### src/rtl/keyslot_pkg.sv
package keyslot_pkg;
  // Packed load command layout; the positions are decoded by the command source.
  localparam int CMD_W          = 32;
  localparam int OPC_LSB        = 26;
  localparam int OPC_W          = 6;
  localparam logic [OPC_W-1:0] SET_TABLE_OPC = 6'h15;
  localparam int TSEL_LSB       = 24;
  localparam int TSEL_W         = 2;
  localparam logic [TSEL_W-1:0] CRYPTO_TSEL = 2'd3;
  localparam int TID_LSB        = 17;
  localparam int TID_W          = 7;
  localparam int TID_SLOT_W     = 3;
  localparam logic [TID_W-TID_SLOT_W-1:0] KEY_TID_TAG = 4'b0001;
  localparam int ADDR_W         = 17;
  localparam int RAM_AW         = ADDR_W - 2;
  localparam int ALIGN_BITS     = 4;

  // Configuration fields
  localparam int SLOT_FIELD_LSB = 20;
  localparam int SLOT_FIELD_W   = 5;
  localparam int LEN_FIELD_LSB  = 16;
  localparam int LEN_FIELD_W    = 9;

  typedef struct packed {
    logic                  ok;
    logic [TID_SLOT_W-1:0] slot;
    logic [ADDR_W-1:0]     addr;
  } load_req_t;

  typedef enum logic {
    CFG_SLOT = 1'b0,
    CFG_LEN  = 1'b1
  } cfg_target_e;
endpackage

### src/rtl/keyslot_cmd_decode.sv
module keyslot_cmd_decode
  import keyslot_pkg::*;
#(
  parameter int NUM_SLOTS = 4
) (
  input  logic [CMD_W-1:0] cmd_word,
  output load_req_t        req
);
  localparam logic [TID_SLOT_W:0] SLOT_LIM = (TID_SLOT_W + 1)'(NUM_SLOTS);

  logic [OPC_W-1:0]  opc;
  logic [TSEL_W-1:0] tsel;
  logic [TID_W-1:0]  tid;
  logic [ADDR_W-1:0] addr;
  logic              fmt_ok;

  assign opc  = cmd_word[OPC_LSB +: OPC_W];
  assign tsel = cmd_word[TSEL_LSB +: TSEL_W];
  assign tid  = cmd_word[TID_LSB +: TID_W];
  assign addr = cmd_word[ADDR_W-1:0];

  always_comb begin
    fmt_ok = (opc == SET_TABLE_OPC)
          && (tsel == CRYPTO_TSEL)
          && (tid[TID_W-1:TID_SLOT_W] == KEY_TID_TAG)
          && ({1'b0, tid[TID_SLOT_W-1:0]} < SLOT_LIM)
          && (addr[ALIGN_BITS-1:0] == '0);
    req.ok   = fmt_ok;
    req.slot = tid[TID_SLOT_W-1:0];
    req.addr = addr;
  end
endmodule

### src/rtl/keyslot_loader_fsm.sv
module keyslot_loader_fsm
  import keyslot_pkg::*;
#(
  parameter int  SLOT_WORDS = 16,
  parameter int  SEL_W      = 2,
  parameter int  WORD_W     = 32,
  localparam int IDX_W      = $clog2(SLOT_WORDS),
  localparam int CNT_W      = $clog2(SLOT_WORDS + 1)
) (
  input  logic              clk,
  input  logic              rst,
  input  logic              cmd_valid,
  input  load_req_t         req,
  output logic              busy,
  output logic              cmd_rej,
  output logic              ram_rd_en,
  output logic [RAM_AW-1:0] ram_rd_addr,
  input  logic [WORD_W-1:0] ram_rd_data,
  output logic              wr_en,
  output logic [SEL_W-1:0]  wr_slot,
  output logic [IDX_W-1:0]  wr_idx,
  output logic [WORD_W-1:0] wr_data
);
  typedef enum logic {LD_IDLE, LD_RUN} ld_state_e;

  ld_state_e         state_q;
  logic              rd_en_q;
  logic [RAM_AW-1:0] rd_addr_q;
  logic [CNT_W-1:0]  issued_q;
  logic              dvld_q;
  logic [IDX_W-1:0]  widx_q;
  logic [SEL_W-1:0]  slot_q;
  logic              rej_q;

  always_ff @(posedge clk) begin
    if (rst) begin
      state_q   <= LD_IDLE;
      rd_en_q   <= 1'b0;
      rd_addr_q <= '0;
      issued_q  <= '0;
      dvld_q    <= 1'b0;
      widx_q    <= '0;
      slot_q    <= '0;
      rej_q     <= 1'b0;
    end else begin
      rej_q  <= cmd_valid && (state_q == LD_IDLE) && !req.ok;
      dvld_q <= rd_en_q;
      case (state_q)
        LD_IDLE: begin
          if (cmd_valid && req.ok) begin
            state_q   <= LD_RUN;
            rd_en_q   <= 1'b1;
            rd_addr_q <= req.addr[ADDR_W-1:2];
            issued_q  <= CNT_W'(1);
            widx_q    <= '0;
            slot_q    <= req.slot[SEL_W-1:0];
          end
        end
        LD_RUN: begin
          if (rd_en_q) begin
            if (issued_q == CNT_W'(SLOT_WORDS)) begin
              rd_en_q <= 1'b0;
            end else begin
              rd_addr_q <= rd_addr_q + RAM_AW'(1);
              issued_q  <= issued_q + CNT_W'(1);
            end
          end
          if (dvld_q) begin
            widx_q <= widx_q + IDX_W'(1);
            if (widx_q == IDX_W'(SLOT_WORDS - 1)) state_q <= LD_IDLE;
          end
        end
        default: state_q <= LD_IDLE;
      endcase
    end
  end

  assign busy        = (state_q == LD_RUN);
  assign cmd_rej     = rej_q;
  assign ram_rd_en   = rd_en_q;
  assign ram_rd_addr = rd_addr_q;
  assign wr_en       = dvld_q;
  assign wr_slot     = slot_q;
  assign wr_idx      = widx_q;
  assign wr_data     = ram_rd_data;
endmodule

### src/rtl/keyslot_store.sv
module keyslot_store #(
  parameter int          NUM_SLOTS  = 4,
  parameter int          WORD_W     = 32,
  parameter int          KEY_WORDS  = 8,
  parameter int          IV_WORDS   = 4,
  parameter int          SEL_W      = 2,
  parameter logic [KEY_WORDS*WORD_W-1:0] BOOT_KEY = '0,
  localparam int         SLOT_WORDS = KEY_WORDS + 2 * IV_WORDS,
  localparam int         SLOT_W     = SLOT_WORDS * WORD_W,
  localparam int         IDX_W      = $clog2(SLOT_WORDS),
  localparam int         IV_W       = IV_WORDS * WORD_W
) (
  input  logic              clk,
  input  logic              rst,
  input  logic              wr_en,
  input  logic [SEL_W-1:0]  wr_slot,
  input  logic [IDX_W-1:0]  wr_idx,
  input  logic [WORD_W-1:0] wr_data,
  input  logic              upd_en,
  input  logic [SEL_W-1:0]  upd_slot,
  input  logic [IV_W-1:0]   upd_data,
  output logic [SLOT_W-1:0] rec [NUM_SLOTS]
);
  localparam int UPD_LO = KEY_WORDS + IV_WORDS;

  logic [WORD_W-1:0] word_q [NUM_SLOTS][SLOT_WORDS];

  always_ff @(posedge clk) begin
    if (rst) begin
      for (int s = 0; s < NUM_SLOTS; s++) begin
        for (int w = 0; w < SLOT_WORDS; w++) begin
          if (s == 0 && w < KEY_WORDS) word_q[s][w] <= BOOT_KEY[w*WORD_W +: WORD_W];
          else                         word_q[s][w] <= '0;
        end
      end
    end else begin
      if (upd_en) begin
        for (int i = 0; i < IV_WORDS; i++) begin
          word_q[upd_slot][UPD_LO + i] <= upd_data[i*WORD_W +: WORD_W];
        end
      end
      if (wr_en) word_q[wr_slot][wr_idx] <= wr_data;
    end
  end

  always_comb begin
    for (int s = 0; s < NUM_SLOTS; s++) begin
      for (int w = 0; w < SLOT_WORDS; w++) begin
        rec[s][w*WORD_W +: WORD_W] = word_q[s][w];
      end
    end
  end
endmodule

### src/rtl/keyslot_readout.sv
module keyslot_readout
  import keyslot_pkg::*;
#(
  parameter int  NUM_SLOTS = 4,
  parameter int  KEY_W     = 256,
  parameter int  IV_W      = 128,
  parameter int  SEL_W     = 2,
  localparam int SLOT_W    = KEY_W + 2 * IV_W
) (
  input  logic                    clk,
  input  logic                    rst,
  input  logic [SLOT_W-1:0]       rec [NUM_SLOTS],
  input  logic [SLOT_FIELD_W-1:0] act_slot,
  input  logic [LEN_FIELD_W-1:0]  key_len,
  output logic [KEY_W-1:0]        key_out,
  output logic [IV_W-1:0]         iv_orig_out,
  output logic [IV_W-1:0]         iv_upd_out
);
  localparam int KEY_BYTES = KEY_W / 8;
  localparam int NB_W      = $clog2(KEY_BYTES + 1);
  localparam logic [SLOT_FIELD_W-1:0] SLOT_LIM = SLOT_FIELD_W'(NUM_SLOTS);

  logic [NB_W-1:0]   nbytes;
  logic [KEY_W-1:0]  kmask;
  logic [SLOT_W-1:0] chosen;

  assign nbytes = NB_W'(key_len >> 3);

  for (genvar b = 0; b < KEY_BYTES; b++) begin : g_kmask
    assign kmask[b*8 +: 8] = (nbytes > NB_W'(b)) ? 8'hFF : 8'h00;
  end

  always_comb begin
    chosen = '0;
    if (act_slot < SLOT_LIM) chosen = rec[act_slot[SEL_W-1:0]];
  end

  always_ff @(posedge clk) begin
    if (rst) begin
      key_out     <= '0;
      iv_orig_out <= '0;
      iv_upd_out  <= '0;
    end else begin
      key_out     <= chosen[KEY_W-1:0] & kmask;
      iv_orig_out <= chosen[KEY_W +: IV_W];
      iv_upd_out  <= chosen[KEY_W + IV_W +: IV_W];
    end
  end
endmodule

### src/rtl/keyslot_loader.sv
module keyslot_loader
  import keyslot_pkg::*;
#(
  parameter int  NUM_SLOTS    = 4,
  parameter int  WORD_W       = 32,
  parameter int  KEY_WORDS    = 8,
  parameter int  IV_WORDS     = 4,
  parameter int  KEY_MIN_BITS = 128,
  parameter logic [KEY_WORDS*WORD_W-1:0] BOOT_KEY =
    256'h0f1e2d3c_4b5a6978_8796a5b4_c3d2e1f0_00112233_44556677_8899aabb_ccddeeff,
  localparam int KEY_W        = KEY_WORDS * WORD_W,
  localparam int IV_W         = IV_WORDS * WORD_W
) (
  input  logic              clk,
  input  logic              rst,
  input  logic              cmd_valid,
  input  logic [CMD_W-1:0]  cmd_word,
  output logic              cmd_rej,
  output logic              busy,
  output logic              ram_rd_en,
  output logic [RAM_AW-1:0] ram_rd_addr,
  input  logic [WORD_W-1:0] ram_rd_data,
  input  logic              cfg_we,
  input  logic              cfg_sel,
  input  logic [31:0]       cfg_wdata,
  input  logic              ivu_mode,
  input  logic              iv_upd_we,
  input  logic [IV_W-1:0]   iv_upd_data,
  output logic [KEY_W-1:0]  key_out,
  output logic [IV_W-1:0]   iv_orig_out,
  output logic [IV_W-1:0]   iv_upd_out
);
  localparam int SEL_W      = (NUM_SLOTS > 1) ? $clog2(NUM_SLOTS) : 1;
  localparam int SLOT_WORDS = KEY_WORDS + 2 * IV_WORDS;
  localparam int SLOT_W     = SLOT_WORDS * WORD_W;
  localparam int IDX_W      = $clog2(SLOT_WORDS);
  localparam logic [LEN_FIELD_W-1:0]  LEN_MIN  = LEN_FIELD_W'(KEY_MIN_BITS);
  localparam logic [LEN_FIELD_W-1:0]  LEN_MAX  = LEN_FIELD_W'(KEY_W);
  localparam logic [SLOT_FIELD_W-1:0] SLOT_LIM = SLOT_FIELD_W'(NUM_SLOTS);

  load_req_t                req;
  logic                     wr_en;
  logic [SEL_W-1:0]         wr_slot;
  logic [IDX_W-1:0]         wr_idx;
  logic [WORD_W-1:0]        wr_data;
  logic                     upd_en;
  logic [SLOT_W-1:0]        rec [NUM_SLOTS];
  logic [SLOT_FIELD_W-1:0]  act_slot_q;
  logic [LEN_FIELD_W-1:0]   key_len_q;
  logic [LEN_FIELD_W-1:0]   len_in;
  cfg_target_e              cfg_tgt;

  keyslot_cmd_decode #(.NUM_SLOTS(NUM_SLOTS)) u_dec (
    .cmd_word (cmd_word),
    .req      (req)
  );

  keyslot_loader_fsm #(
    .SLOT_WORDS (SLOT_WORDS),
    .SEL_W      (SEL_W),
    .WORD_W     (WORD_W)
  ) u_fsm (
    .clk         (clk),
    .rst         (rst),
    .cmd_valid   (cmd_valid),
    .req         (req),
    .busy        (busy),
    .cmd_rej     (cmd_rej),
    .ram_rd_en   (ram_rd_en),
    .ram_rd_addr (ram_rd_addr),
    .ram_rd_data (ram_rd_data),
    .wr_en       (wr_en),
    .wr_slot     (wr_slot),
    .wr_idx      (wr_idx),
    .wr_data     (wr_data)
  );

  // Configuration registers
  assign cfg_tgt = cfg_target_e'(cfg_sel);
  assign len_in  = cfg_wdata[LEN_FIELD_LSB +: LEN_FIELD_W];

  always_ff @(posedge clk) begin
    if (rst) begin
      act_slot_q <= '0;
      key_len_q  <= LEN_MIN;
    end else if (cfg_we) begin
      case (cfg_tgt)
        CFG_SLOT: act_slot_q <= cfg_wdata[SLOT_FIELD_LSB +: SLOT_FIELD_W];
        CFG_LEN:  if (len_in >= LEN_MIN && len_in <= LEN_MAX) key_len_q <= len_in;
        default:  ;
      endcase
    end
  end

  // Core write of the running IV: only in update mode, never during a load
  assign upd_en = ivu_mode && iv_upd_we && !busy && (act_slot_q < SLOT_LIM);

  keyslot_store #(
    .NUM_SLOTS (NUM_SLOTS),
    .WORD_W    (WORD_W),
    .KEY_WORDS (KEY_WORDS),
    .IV_WORDS  (IV_WORDS),
    .SEL_W     (SEL_W),
    .BOOT_KEY  (BOOT_KEY)
  ) u_store (
    .clk      (clk),
    .rst      (rst),
    .wr_en    (wr_en),
    .wr_slot  (wr_slot),
    .wr_idx   (wr_idx),
    .wr_data  (wr_data),
    .upd_en   (upd_en),
    .upd_slot (act_slot_q[SEL_W-1:0]),
    .upd_data (iv_upd_data),
    .rec      (rec)
  );

  keyslot_readout #(
    .NUM_SLOTS (NUM_SLOTS),
    .KEY_W     (KEY_W),
    .IV_W      (IV_W),
    .SEL_W     (SEL_W)
  ) u_rd (
    .clk         (clk),
    .rst         (rst),
    .rec         (rec),
    .act_slot    (act_slot_q),
    .key_len     (key_len_q),
    .key_out     (key_out),
    .iv_orig_out (iv_orig_out),
    .iv_upd_out  (iv_upd_out)
  );
endmodule

### config.mk
export PLATFORM = sky130hd
export DESIGN_NAME = keyslot_loader
export DESIGN_NICKNAME = d
export VERILOG_FILES = /design/src/rtl/keyslot_pkg.sv /design/src/rtl/keyslot_cmd_decode.sv /design/src/rtl/keyslot_loader_fsm.sv /design/src/rtl/keyslot_store.sv /design/src/rtl/keyslot_readout.sv /design/src/rtl/keyslot_loader.sv
export SDC_FILE = /design/constraint.sdc
export NUM_CORES = 2
export LEC_CHECK = 0
export ABC_CLOCK_PERIOD_IN_PS = 5200
export BUFFER_PORTS_ARGS = -buffer_cell sky130_fd_sc_hd__buf_2
export CORE_MARGIN = 1.5
export CORE_UTILIZATION = 25
export CTS_CLUSTER_SIZE = 10
export DETAILED_ROUTE_END_ITERATION = 10
export MAX_ROUTING_LAYER = met4
export SLEW_MARGIN = 15
export SYNTH_ARGS = -nofsm -noshare
export SYNTH_HDL_FRONTEND = slang
export SYNTH_SLANG_ARGS = --single-unit
### constraint.sdc
create_clock -name clk -period 5.2 [get_ports clk]
set_input_delay 0.52 -clock clk [delete_from_list [all_inputs] [get_ports clk]]
set_output_delay 0.52 -clock clk [all_outputs]
set_load 0.01 [all_outputs]
==> impl_metrics.tcl <==
set metrics [dict create \
    status "finished clean" \
    ant_nets 0 \
    tns_ps 0 \
    fin_crit_ps 3715 \
    fin_ws_ps 1485 \
    setup_viol 0 \
    synth_cell_types 54 \
    antenna_found_initial 84 \
    synth_edf_count 2048 \
    die_h_um 656.0 \
    cts.clk_slew.worst_paths_ps 60 \
    finalCritPeriodShare 0.7144 \
    yosysMostFrequentCell "edfxtp_1" \
    cts_setup_buffers 0 \
    grt_overflow 0 \
    slew_viol_final 0 \
    cts_resized 0 \
    hold_viol_final 0 \
    cts_sinks 2601 \
    clock_path_buffers 4 \
    critPathKind "reg2reg" \
    cap_violations 0 \
    cts_hold_buf 136 \
    dp_hpwl_um 241000 \
    slew_headroom 0.1479 \
    peakVddDrop_v 0.0002462 \
    synthesis.nets 7030 \
    fp-row-count 239 \
    place_area_um2 117300 \
    rsz0062_at_grt "false" \
    critPathSlowestCell "dlygate4sd3_1" \
    finClkSkew_ps 58.55 \
    syn_avg_cell_area_um2 15.70 \
    synthCells 6792 \
    hold_end "u_fsm.ram_rd_addr[5]" \
    drive_above_1_share 0.2600 \
    wl_um 371700 \
    crit_family "simple AND/OR/NAND/NOR gates" \
    track_usage 0.1712 \
    min_path_type "in2reg" \
    grt_pass1_wl_um 509500 \
    synth_area_leaders "edfxtp_1, mux4_2, dfxtp_1, and2_1, a22o_1" \
    wl_per_cell_um 27.71 \
    end_kind "flip-flop" \
    dr.first_iter.drc_count 6210 \
    max_freq_ghz 0.2692 \
    synthFlopType "edfxtp_1" \
    mappedNetlistArea_um2 106600 \
    whs_ps 56.32 \
    yosys-top-cells-count "edfxtp_1, and2_1, dfxtp_1" \
    die_area_um2 430300 \
    cts_tree "built" \
    viasPerCell 4.717 \
    min_from "cmd_word[7]" \
    critPathBufInv 2 \
    reg2reg_slack_ps 1490 \
    arrival_ps 4330 \
    fin_area_um2 127700 \
    cts_root_buf "clkbuf_16" \
    grt_pass1_vias 64410 \
    drc 0 \
    synth_top_area_share 0.5769 \
    powerDensity_nw_per_um2 361.1 \
    h-tree-depth 5 \
    fp.dieW_um 656.0 \
    yosysWarnings 0 \
    finalNetCount 7717 \
    crit_chain "ha_1, and3b_1, nand3_1, nor2_2, buf_4, nor2_4, a22o_1, dlygate4sd3_1" \
    power_mw 46.11 \
    synth-seq-cells 2601 \
    yosysSeqAreaShare 0.6807 \
    start_util 0.2514 \
    ioPinCount 761 \
    cp.required_ps 5810 \
    clkLatencyLatePin_ps 880 \
    cts_buffers 305 \
    routabilityCongestion 0.8440 \
    crit_fanout 33 \
    cp-start-kind "flip-flop" \
    max_stage_delay_ps 560 \
    worstMarginPinSlew_ps 1277 \
    synthArstFlopShare 0 \
    core-area_um2 424000 \
    io_buffer_count 737 \
    synth_top_area_cell "edfxtp_1" \
    vias 63281 \
    min_path_cells 3 \
    area_growth_pct 19.78 \
    leakagePower_nw 45.53 \
    timing.rr.end "u_store.word_q[2][6]" \
    r2r.worst_path.cells 8 \
    regToRegStartpoint "u_fsm.wr_idx[0]" \
    place_ws_ps 1223 \
    firstDrtPassIters 6 \
    grt_max_degree 149 \
]
-- kinds of logic (layout without fill, tap and decap cells) --
group / after synthesis / after routing / share of synthesized area
flops: 2601 / 2601 / 0.6807
simple gates: 2292 / 2292 / 0.1312
buf+inv: 687 / 1609 / 0.02582
compound gates: 679 / 679 / 0.05198
mux: 525 / 525 / 0.1094
fa+ha+maj: 7 / 7 / 0.0008215
xor+xnor: 1 / 1 / 0.00008217
other cells: 0 / 38 / 0
-- stage by stage --
step / util / instances
3_3_place_gp: 0.2767 / 12699
6_report: 0.3011 / 13415
3_5_place_dp: 0.2767 / 12699
4_1_cts: 0.3009 / 13377
2_1_floorplan: - / 6792
5_1_grt: 0.3010 / 13392
-- worst max path at each step --
stage / startpoint / end / slack (ps) / cells after the start
floorplan: rst / u_store.word_q[0][384] / 1230 / 5
global placement: rst / u_store.word_q[3][97] / 1280 / 5
detailed placement: rst / u_store.word_q[0][84] / 1220 / 5
CTS: u_fsm.wr_idx[0] / u_store.word_q[3][98] / 1590 / 6
global route: u_fsm.wr_idx[0] / u_store.word_q[3][98] / 1390 / 6
finish: u_fsm.wr_idx[0] / u_store.word_q[2][6] / 1490 / 8
-- cells in the final DEF, fill, tap and decap left out, types with 6 or more instances in the layout --
master / netlist / routed
a21oi_1: 23 / 23
a22o_1: 440 / 440
a22o_2: 73 / 73
and2_1: 1672 / 1672
and3_1: 48 / 48
buf_12: 0 / 15
buf_2: 61 / 727
buf_4: 0 / 178
clkbuf_1: 534 / 211
clkbuf_16: 0 / 315
dfxtp_1: 553 / 550
diode_2: 0 / 38
dlygate4sd3_1: 0 / 136
edfxtp_1: 2048 / 2048
ha_1: 7 / 7
inv_1: 11 / 10
mux2i_1: 13 / 13
mux4_2: 512 / 512
nand2_1: 44 / 40
nand3_1: 19 / 19
nor2_1: 112 / 38
nor2_2: 0 / 40
nor2_4: 4 / 38
nor2b_1: 226 / 226
o21a_1: 6 / 6
o21ai_0: 98 / 17
o21ai_1: 2 / 11
o21ai_2: 0 / 20
o21ai_4: 0 / 52
o32ai_1: 6 / 6
or3_1: 130 / 130
-- report_power, final --
group,switching (mW),internal (mW)
Clock,8.26,11.4
Combinational,1.80,1.02
Sequential,0.457,23.1
-- worst min-delay path, delay by kind of cell --
family,cells,cell delay (ps)
compound gates,1,100
buf+inv,1,100
mux,1,150
-- metal layers --
layer,part of all wire,routed length (um),GRT usage,vias to the layer above
met2,0.46,169900,0.2626,2844
li1,-,-,-,26620
met4,0.078,29170,0.1123,0
met5,0,0,-,-
met3,0.065,24150,0.02521,789
met1,0.40,148500,0.2110,33028
-- sequential cells by signal, indices dropped and copies added, names as in the netlist --
signal	cells
u_store.word_q	2048
u_fsm.wr_idx	4
act_slot_q	5
u_fsm.busy	1
key_len_q	6
u_fsm.ram_rd_addr	15
u_fsm.issued_q	5
u_fsm.ram_rd_en	1
u_fsm.wr_en	1
u_fsm.cmd_rej	1
u_rd.iv_orig_out	128
u_rd.iv_upd_out	128
u_fsm.wr_slot	2
u_rd.key_out	256
-- area by class of cell --
cell class | instances | area, um^2
Inverter | 11 | 46.29
Timing Repair Buffer | 1056 | 6636
Tap cell | 5663 | 7086
Fill cell | 41919 | 296300
Clock inverter | 11 | 147.6
Antenna cell | 38 | 95.09
Clock buffer | 531 | 8743
Sequential cell | 2601 | 72580
Multi-Input combinational cell | 3504 | 32360
(Power assumes the default switching activity.)
